===== config.mk =====
export PLATFORM = sky130hd
export DESIGN_NAME = thread_lock_queue
export DESIGN_NICKNAME = d
export VERILOG_FILES = /design/src/rtl/thread_lock_queue.sv
export SDC_FILE = /design/constraint.sdc
export NUM_CORES = 1
export LEC_CHECK = 0
export BUFFER_PORTS_ARGS = -buffer_cell sky130_fd_sc_hd__clkbuf_2
export CAP_MARGIN = 20
export CORE_ASPECT_RATIO = 0.9
export CORE_MARGIN = 3
export CORE_UTILIZATION = 35
export CTS_CLUSTER_DIAMETER = 30
export DETAILED_ROUTE_END_ITERATION = 10
export PLACE_DENSITY = 0.59
export SLEW_MARGIN = 15
export SYNTH_ARGS = -nofsm -noshare
export SYNTH_HDL_FRONTEND = slang
export SYNTH_SLANG_ARGS = --single-unit

===== constraint.sdc =====
create_clock -name clk -period 2.6 [get_ports clk]
set_input_delay 0.26 -clock clk [delete_from_list [all_inputs] [get_ports clk]]
set_output_delay 0.26 -clock clk [all_outputs]
set_load 0.1 [all_outputs]

===== src/rtl/thread_lock_queue.sv =====
module thread_lock_queue #(
  parameter int NUM_SLOTS = 8,
  parameter int NUM_LOCKS = 4,
  parameter int ADDR_W    = 16,
  localparam int SLOT_W   = $clog2(NUM_SLOTS + 1),
  localparam int IDX_W    = $clog2(NUM_SLOTS),
  localparam int LOCK_W   = $clog2(NUM_LOCKS)
) (
  input  logic              clk,
  input  logic              rst_n,
  input  logic              cmd_valid,
  output logic              cmd_ready,
  input  logic [2:0]        cmd_op,
  input  logic [LOCK_W-1:0] cmd_lock,
  input  logic [SLOT_W-1:0] cmd_slot,
  input  logic [ADDR_W-1:0] cmd_addr,
  output logic              done,
  output logic [2:0]        status,
  output logic [SLOT_W-1:0] resp_slot,
  output logic [ADDR_W-1:0] resp_addr
);

  localparam logic [SLOT_W-1:0] NIL = '1;

  localparam logic [2:0] OP_ACQ   = 3'd0;
  localparam logic [2:0] OP_REL   = 3'd1;
  localparam logic [2:0] OP_ALLOC = 3'd2;
  localparam logic [2:0] OP_SCHED = 3'd3;
  localparam logic [2:0] OP_DEQ   = 3'd4;

  localparam logic [2:0] ST_OK      = 3'd0;
  localparam logic [2:0] ST_GRANT   = 3'd1;
  localparam logic [2:0] ST_WAIT    = 3'd2;
  localparam logic [2:0] ST_HANDOFF = 3'd3;
  localparam logic [2:0] ST_EMPTY   = 3'd4;
  localparam logic [2:0] ST_ERR     = 3'd5;

  logic              busy_q;
  logic [2:0]        op_q;
  logic [LOCK_W-1:0] lock_q;
  logic [SLOT_W-1:0] slot_q;
  logic [ADDR_W-1:0] addr_in_q;

  logic [SLOT_W-1:0] link_q [NUM_SLOTS];
  logic [ADDR_W-1:0] rtn_q  [NUM_SLOTS];
  logic [SLOT_W-1:0] idle_hd, idle_tl, act_hd, act_tl;
  logic [SLOT_W-1:0] own_q [NUM_LOCKS];
  logic [SLOT_W-1:0] wh_q  [NUM_LOCKS];
  logic [SLOT_W-1:0] wt_q  [NUM_LOCKS];

  logic              done_q;
  logic [2:0]        status_q;
  logic [SLOT_W-1:0] rslot_q;
  logic [ADDR_W-1:0] raddr_q;

  logic [SLOT_W-1:0] own, wh, wt;
  logic [IDX_W-1:0]  sc_i, wh_i, wt_i, ih_i, at_i, ah_i;

  assign own  = own_q[lock_q];
  assign wh   = wh_q[lock_q];
  assign wt   = wt_q[lock_q];
  assign sc_i = slot_q[IDX_W-1:0];
  assign wh_i = wh[IDX_W-1:0];
  assign wt_i = wt[IDX_W-1:0];
  assign ih_i = idle_hd[IDX_W-1:0];
  assign ah_i = act_hd[IDX_W-1:0];
  assign at_i = act_tl[IDX_W-1:0];

  assign cmd_ready = !busy_q;
  assign done      = done_q;
  assign status    = status_q;
  assign resp_slot = rslot_q;
  assign resp_addr = raddr_q;

  always_ff @(posedge clk or negedge rst_n) begin
    if (!rst_n) begin
      busy_q    <= 1'b0;
      op_q      <= '0;
      lock_q    <= '0;
      slot_q    <= '0;
      addr_in_q <= '0;
      done_q    <= 1'b0;
      status_q  <= ST_OK;
      rslot_q   <= NIL;
      raddr_q   <= '0;
      idle_hd   <= '0;
      idle_tl   <= SLOT_W'(NUM_SLOTS - 1);
      act_hd    <= NIL;
      act_tl    <= NIL;
      for (int i = 0; i < NUM_SLOTS; i++) begin
        link_q[i] <= (i == NUM_SLOTS - 1) ? NIL : SLOT_W'(i + 1);
        rtn_q[i]  <= '0;
      end
      for (int l = 0; l < NUM_LOCKS; l++) begin
        own_q[l] <= NIL;
        wh_q[l]  <= NIL;
        wt_q[l]  <= NIL;
      end
    end else begin
      done_q <= 1'b0;
      if (!busy_q) begin
        if (cmd_valid) begin
          busy_q    <= 1'b1;
          op_q      <= cmd_op;
          lock_q    <= cmd_lock;
          slot_q    <= cmd_slot;
          addr_in_q <= cmd_addr;
        end
      end else begin
        busy_q  <= 1'b0;
        done_q  <= 1'b1;
        rslot_q <= NIL;
        raddr_q <= '0;
        case (op_q)
          OP_ACQ: begin
            rslot_q <= slot_q;
            if (own == NIL) begin
              own_q[lock_q] <= slot_q;
              status_q      <= ST_GRANT;
            end else begin
              link_q[sc_i] <= NIL;
              if (wh == NIL) wh_q[lock_q] <= slot_q;
              else           link_q[wt_i] <= slot_q;
              wt_q[lock_q] <= slot_q;
              status_q     <= ST_WAIT;
            end
          end
          OP_REL: begin
            if (own != slot_q) begin
              status_q <= ST_ERR;
            end else if (wh == NIL) begin
              own_q[lock_q] <= NIL;
              status_q      <= ST_OK;
            end else begin
              own_q[lock_q] <= wh;
              wh_q[lock_q]  <= link_q[wh_i];
              if (wh == wt) wt_q[lock_q] <= NIL;
              link_q[wh_i] <= NIL;
              if (act_hd == NIL) act_hd <= wh;
              else               link_q[at_i] <= wh;
              act_tl   <= wh;
              rslot_q  <= wh;
              status_q <= ST_HANDOFF;
            end
          end
          OP_ALLOC: begin
            if (idle_hd == NIL) begin
              status_q <= ST_EMPTY;
            end else begin
              idle_hd <= link_q[ih_i];
              if (idle_hd == idle_tl) idle_tl <= NIL;
              link_q[ih_i] <= NIL;
              rslot_q  <= idle_hd;
              status_q <= ST_OK;
            end
          end
          OP_SCHED: begin
            if (idle_hd == NIL) begin
              status_q <= ST_EMPTY;
            end else begin
              idle_hd <= link_q[ih_i];
              if (idle_hd == idle_tl) idle_tl <= NIL;
              rtn_q[ih_i]  <= addr_in_q;
              link_q[ih_i] <= NIL;
              if (act_hd == NIL) act_hd <= idle_hd;
              else               link_q[at_i] <= idle_hd;
              act_tl   <= idle_hd;
              rslot_q  <= idle_hd;
              raddr_q  <= addr_in_q;
              status_q <= ST_OK;
            end
          end
          OP_DEQ: begin
            if (act_hd == NIL) begin
              status_q <= ST_EMPTY;
            end else begin
              act_hd <= link_q[ah_i];
              if (act_hd == act_tl) act_tl <= NIL;
              link_q[ah_i] <= NIL;
              rslot_q  <= act_hd;
              raddr_q  <= rtn_q[ah_i];
              status_q <= ST_OK;
            end
          end
          default: status_q <= ST_ERR;
        endcase
      end
    end
  end

endmodule


==> flow_summary.toml, run 1 <==
[worst_setup_path]
startpoint_type = "register"
max_stage_delay_ns = 0.59
crit_path_end_kind = "register"
path_cells = "buf_12 > mux4_2 > nand4_2 > nand4_1 > and3_1 > or4_1 > mux2_2"
path_class = "register to register"
crit_path_max_fanout = 9
slowest_stage = "mux4_2"
cp.required_ns = 3.10
critPathArrivalTime_ns = 3.19

[power_and_ir_drop]
powerDensity_nw_per_um2 = 1212
p_leak_nw = 8.840
pwr-share-clk = 0.366
combPwrFrac = 0.351
intPower_mw = 15.79
power.switching_mw = 9.138
ir_worst_vdd_uv = 725.5
p_seq_frac = 0.283
switching_share = 0.3666

[place]
io_buffers = 52
dp_hpwl_um = 36920
gp_congestion = 0.9637

[global_routing]
groute.usage.overall = 0.2294
grt_max_degree = 68
first_global_vias = 13070
grt-ovfl-total = 0
grt_pass1_wl_um = 81380
antenna_found_initial = 1

[cells_and_area]
syn2layout_area_growth_pct = 33.26
fin_util = 0.4755
diodes = 0
layout-drive-gt1-share = 0.4498
fin_nets = 1621

[floorplan]
die_area_sq_um = 46640
die_w_um = 227.3
die_h_um = 205.2
io_pins = 53
row_count = 72
start_util = 0.3568
core-area_sq_um = 43240

[timing]
fin_tns_setup_ns = -2.470
tightest_slew_ns = 0.7266
slew_viol_final = 0
hold_violations = 0
fin_skew_ns = 0.03268
fmax_ghz = 0.3721
rsz0062_at_grt = "true"
slew_headroom = 0.5145
fin_crit_sh = 1.034
setup_slack_ns = -0.08718
holdWs_ns = 0.1701
final-setup-viol-count = 54
period_minus_slack_ns = 2.687

[logic_synthesis]
synth-edff-count = 0
ys_seq_area_frac = 0.4440
yosys-top-cells-count = "mux2_2, dfrtp_1, nand2_1"
yosysTopAreaCell = "dfrtp_1"
synth.distinct_cells = 75
avgSynthCellArea_sq_um = 11.08
yosysMostFrequentCell = "mux2_2"
synth_nets = 1421
synthArstFlopShare = 1.000
synthTopCellsByArea = "dfrtp_1, mux2_2, dfstp_2"
ys_ff_latch = 270
syn_area_sq_um = 15430
synth_top_area_share = 0.3146
synthCells = 1393
yosys_warnings = 0
ys.flop_type = "dfrtp_1"

[clocking]
cts.htree.levels = 3
ctsLongestPathBuffers = 3
cts.sinks = 270
root_buffer = "clkbuf_16"
cts_buffers = 73
clock_latency_ns = 0.60
cts_tree = "built"
path_clk_slew_ns = 0.04

[run_status]
status = "finished with violations"
violations = "setup timing"

[routing]
routed_wl_um = 53890
drc = 0
firstDrtPassIters = 5
vias = 13270
post_drt_wl_per_cell_um = 24.42
drt_iter0_drc = 1405
postRouteAntennaNets = 0
vias_per_cell = 6.014

[hold_path]
min_path_type = "input pin to register"

[flow_run]
maxCapViolations = 0
==> worst paths after layout <==
path	from	endpoint	slack, ns	cells past startpoint
worst min register to register	rtn_q[70]	rtn_q[70]	0.50	1
worst max-delay path	lock_q[0]	link_q[1]	-0.09	7
min in group asynchronous	rst_n	slot_q[1]	0.23	2
worst min-delay path	cmd_valid	busy_q	0.17	3
worst max register to register	lock_q[0]	link_q[1]	-0.09	7
max in group asynchronous	rst_n	link_q[3]	1.51	3
==> layout make-up <==
type / instances / area [sq um]
repair buffers: 247 / 2053
clock buffers: 95 / 2049
inverters: 13 / 48.80
well taps: 555 / 694.4
clock inverters: 39 / 499.2
multi-input cells: 988 / 8364
flip-flops and latches: 270 / 6853
fillers: 3812 / 22680
==> layout by cell type (no fill, tap or decap), types with 34 or more instances in the layout <==
| master | n |
|---|---|
| nor2_1 | 70 |
| a21oi_1 | 34 |
| dfrtp_1 | 193 |
| clkbuf_2 | 50 |
| clkbuf_16 | 74 |
| mux2i_1 | 44 |
| nand2_1 | 91 |
| dfstp_2 | 76 |
| mux2_2 | 205 |
| buf_4 | 140 |
| a22oi_1 | 59 |
| o21ai_0 | 85 |
==> worst max-delay path, delay by kind of cell, from the launching register on <==
family                 cells  cell delay (ns)
buffers and inverters      1             0.15
DFF                        1             0.40
and+or+nand+nor            4             1.18
muxes                      2             0.86
==> flip-flops by register name (all words and copies together), names as in the netlist, 16 cells and up <==
name       count
addr_in_q     16
link_q        32
rtn_q        128
resp_addr     16
wt_q          16
own_q         16
wh_q          16
==> timing repair <==
item,4_1_cts,5_1_grt
buffers inserted,8,1
endpoints found under the setup margin,72,86
pin swaps,7,14
hold buffers,26,0
cloned,0,1
hold endpoints to repair,45,0
resized for setup,29,44
==> per-layer routing <==
metal	vias to the layer above	wire length (um)	GRT usage
met5	-	10	0
met4	2	1474	0.07394
met3	125	5316	0.06020
met2	641	22960	0.3282
met1	6753	24130	0.3374
li1	5753	-	-
==> metrics by stage <==
step	setup slack (ns)	cells	total power, mW	area, sq um
2_1_floorplan	-0.009327	1393	12.07	15480
3_3_place_gp	-0.09419	2037	14.92	17320
3_5_place_dp	-0.1421	2037	15.07	17320
4_1_cts	-0.09035	2205	24.53	20320
5_1_grt	-0.1795	2207	25.93	20560
6_report	-0.08718	2207	24.93	20560
==> logic make-up (layout without fill, tap and decap cells) <==
kind of cell | after synthesis | in the layout | share of synthesized area
buffers and inverters | 135 | 394 | 0.03454
XOR/XNOR | 12 | 12 | 0.006811
multiplexers | 305 | 305 | 0.2413
AND/OR/NAND/NOR | 321 | 321 | 0.1121
AO/OA/AOI/OAI | 350 | 350 | 0.1611
flip-flops | 270 | 270 | 0.4440
==> power by group through the flow <==
stage | logic [mW] | registers, mW | clock network (mW)
6_report | 8.75 | 7.06 | 9.11
5_1_grt | 9.28 | 7.16 | 9.49
4_1_cts | 8.31 | 6.97 | 9.25
3_5_place_dp | 8.08 | 6.99 | 0
3_3_place_gp | 7.97 | 6.96 | 0
2_1_floorplan | 5.19 | 6.88 | 0
No activity file was read; power rests on OpenSTA's default activity.
==> run 2: changes to the inputs <==
SKIP_CTS_REPAIR_TIMING = 1   (was unset)
SLEW_MARGIN = unset   (was 15)
==> run 2 against run 1 <==
Net effect:
- combinational power increased by 4.1%
- the flow still finishes with violations (setup timing)
- largest cell class unchanged
- flip-flop and latch count unchanged
- hold slack worse by 0.0015 ns
- final cell count grew 0.23%
- worst setup slack got worse by 0.042 ns
- wire length up 0.70%
- utilization grew 0.42 points
- count of clock-buffer cells in the layout unchanged
==> flow_summary.toml, run 2 (synthesized netlist as in run 1, its figures left out) <==
[global_routing]
groute.usage.overall = 0.2273
antenna_found_initial = 0
grt-ovfl-total = 0
grt_pass1_wl_um = 80630
first_global_vias = 12850
grt_max_degree = 68

[cells_and_area]
largest_register_ffs = 128
multiInputGateArea_sq_um = 8466
syn2layout_area_growth_pct = 34.43
final_common_cell = "mux2_2"
final_area_sq_um = 20740
top_register = "rtn_q"
top_regs = "rtn_q (128), link_q (32)"
fin_nets = 1626
seq_area_sq_um = 6853
layout_common_cells = "mux2_2, dfrtp_1, buf_4"
layout-drive-gt1-share = 0.4641
num-fill-cells = 3811
diodes = 0

[floorplan]
die_w_um = 227.3
die_h_um = 205.2
die_area_sq_um = 46640
core-area_sq_um = 43240
io_pins = 53
row_count = 72
start_util = 0.3568

[clocking]
ctsLongestPathBuffers = 3
root_buffer = "clkbuf_16"
clock_latency_ns = 0.60
cts.sinks = 270
path_clk_slew_ns = 0.04
cts.htree.levels = 3
cts_tree = "built"
cts_buffers = 73

[timing]
fin_skew_ns = 0.02997
holdWs_ns = 0.1687
hold_violations = 0
slew_viol_final = 0
slew_headroom = 0.4922
period_minus_slack_ns = 2.729
setup_slack_ns = -0.1295
final-setup-viol-count = 49
fin_tns_setup_ns = -2.505
tightest_slew_ns = 0.7537
rsz0062_at_grt = "true"
fmax_ghz = 0.3664
fin_crit_sh = 1.050

[worst_setup_path]
startpoint_type = "register"
crit_path_max_fanout = 9
rr_worst_depth = 7
critPathArrivalTime_ns = 3.23
crit_start = "lock_q[0]"
max_stage_delay_ns = 0.61
slowest_stage = "mux4_2"
r2r_start = "lock_q[0]"
r2r_end = "link_q[3]"
r2r_setup_slack_ns = -0.13
path_class = "register to register"
cp.required_ns = 3.10
crit_path_end_kind = "register"
path_cells = "buf_12 > mux4_2 > nand4_2 > nand4_1 > and3_1 > or4_1 > mux2_2"
critPathCapture = "link_q[3]"

[power_and_ir_drop]
combPwrFrac = 0.360
powerDensity_nw_per_um2 = 1219
p_seq_frac = 0.280
pwr-share-clk = 0.360
p_leak_nw = 8.936
switching_share = 0.3658
ir_worst_vdd_uv = 760.9
intPower_mw = 16.04
power.switching_mw = 9.253

[routing]
routed_wl_um = 54260
vias_per_cell = 6.033
post_drt_wl_per_cell_um = 24.53
drt_iter0_drc = 1412
firstDrtPassIters = 6
postRouteAntennaNets = 0
vias = 13340
drc = 0

[place]
io_buffers = 52
dpl_cell_area_sq_um = 17320
dp_hpwl_um = 36920
gp_congestion = 0.9637
dp_slack_ns = -0.1421

[hold_path]
min_path_type = "input pin to register"

[flow_run]
maxCapViolations = 0

[run_status]
status = "finished with violations"
violations = "setup timing"
run 2: how the worst min path moves through the flow:
stage / from / end / slack [ns] / depth (start not counted)
6_report: cmd_valid / busy_q / 0.17 / 3
5_1_grt: cmd_valid / busy_q / 0.16 / 3
4_1_cts: rst_n / slot_q[1] / -0.35 / 1
3_5_place_dp: rst_n / slot_q[1] / 0.27 / 1
3_3_place_gp: rst_n / slot_q[1] / 0.27 / 1
2_1_floorplan: rst_n / addr_in_q[0] / -0.04 / 0
run 2: layout make-up:
cell class / instances / share of cell area
tap: 555 / 0.03348
clock buffer: 95 / 0.09881
sequential: 270 / 0.3304
timing repair buffer: 252 / 0.1028
inverter: 13 / 0.002353
multi-input combinational: 988 / 0.4081
clock inverter: 39 / 0.02407
run 2: routing by layer:
metal	GRT usage	part of all wire
met4	0.07148	0.030
met3	0.05991	0.11
met5	0	0
met1	0.3375	0.44
met2	0.3220	0.42
run 2: stage by stage:
step	util	std cells	total power, mW
2_1_floorplan	-	1393	12.07
3_3_place_gp	0.4004	2037	14.92
3_5_place_dp	0.4004	2037	15.07
4_1_cts	0.4594	2171	24.33
5_1_grt	0.4797	2212	26.30
6_report	0.4797	2212	25.29
run 2: critical path: cells and delay by family, from the launching register on:
kind / cells / cell delay [ns]
AND/OR/NAND/NOR: 4 / 1.21
flip-flops: 1 / 0.40
buffers and inverters: 1 / 0.15
multiplexers: 2 / 0.88
run 2: power by group through the flow:
stage | clock, mW | sequential (mW) | combinational, mW
2_1_floorplan | 0 | 6.88 | 5.19
3_3_place_gp | 0 | 6.96 | 7.97
3_5_place_dp | 0 | 6.99 | 8.08
4_1_cts | 9.25 | 6.96 | 8.12
5_1_grt | 9.49 | 7.17 | 9.64
6_report | 9.11 | 7.07 | 9.11
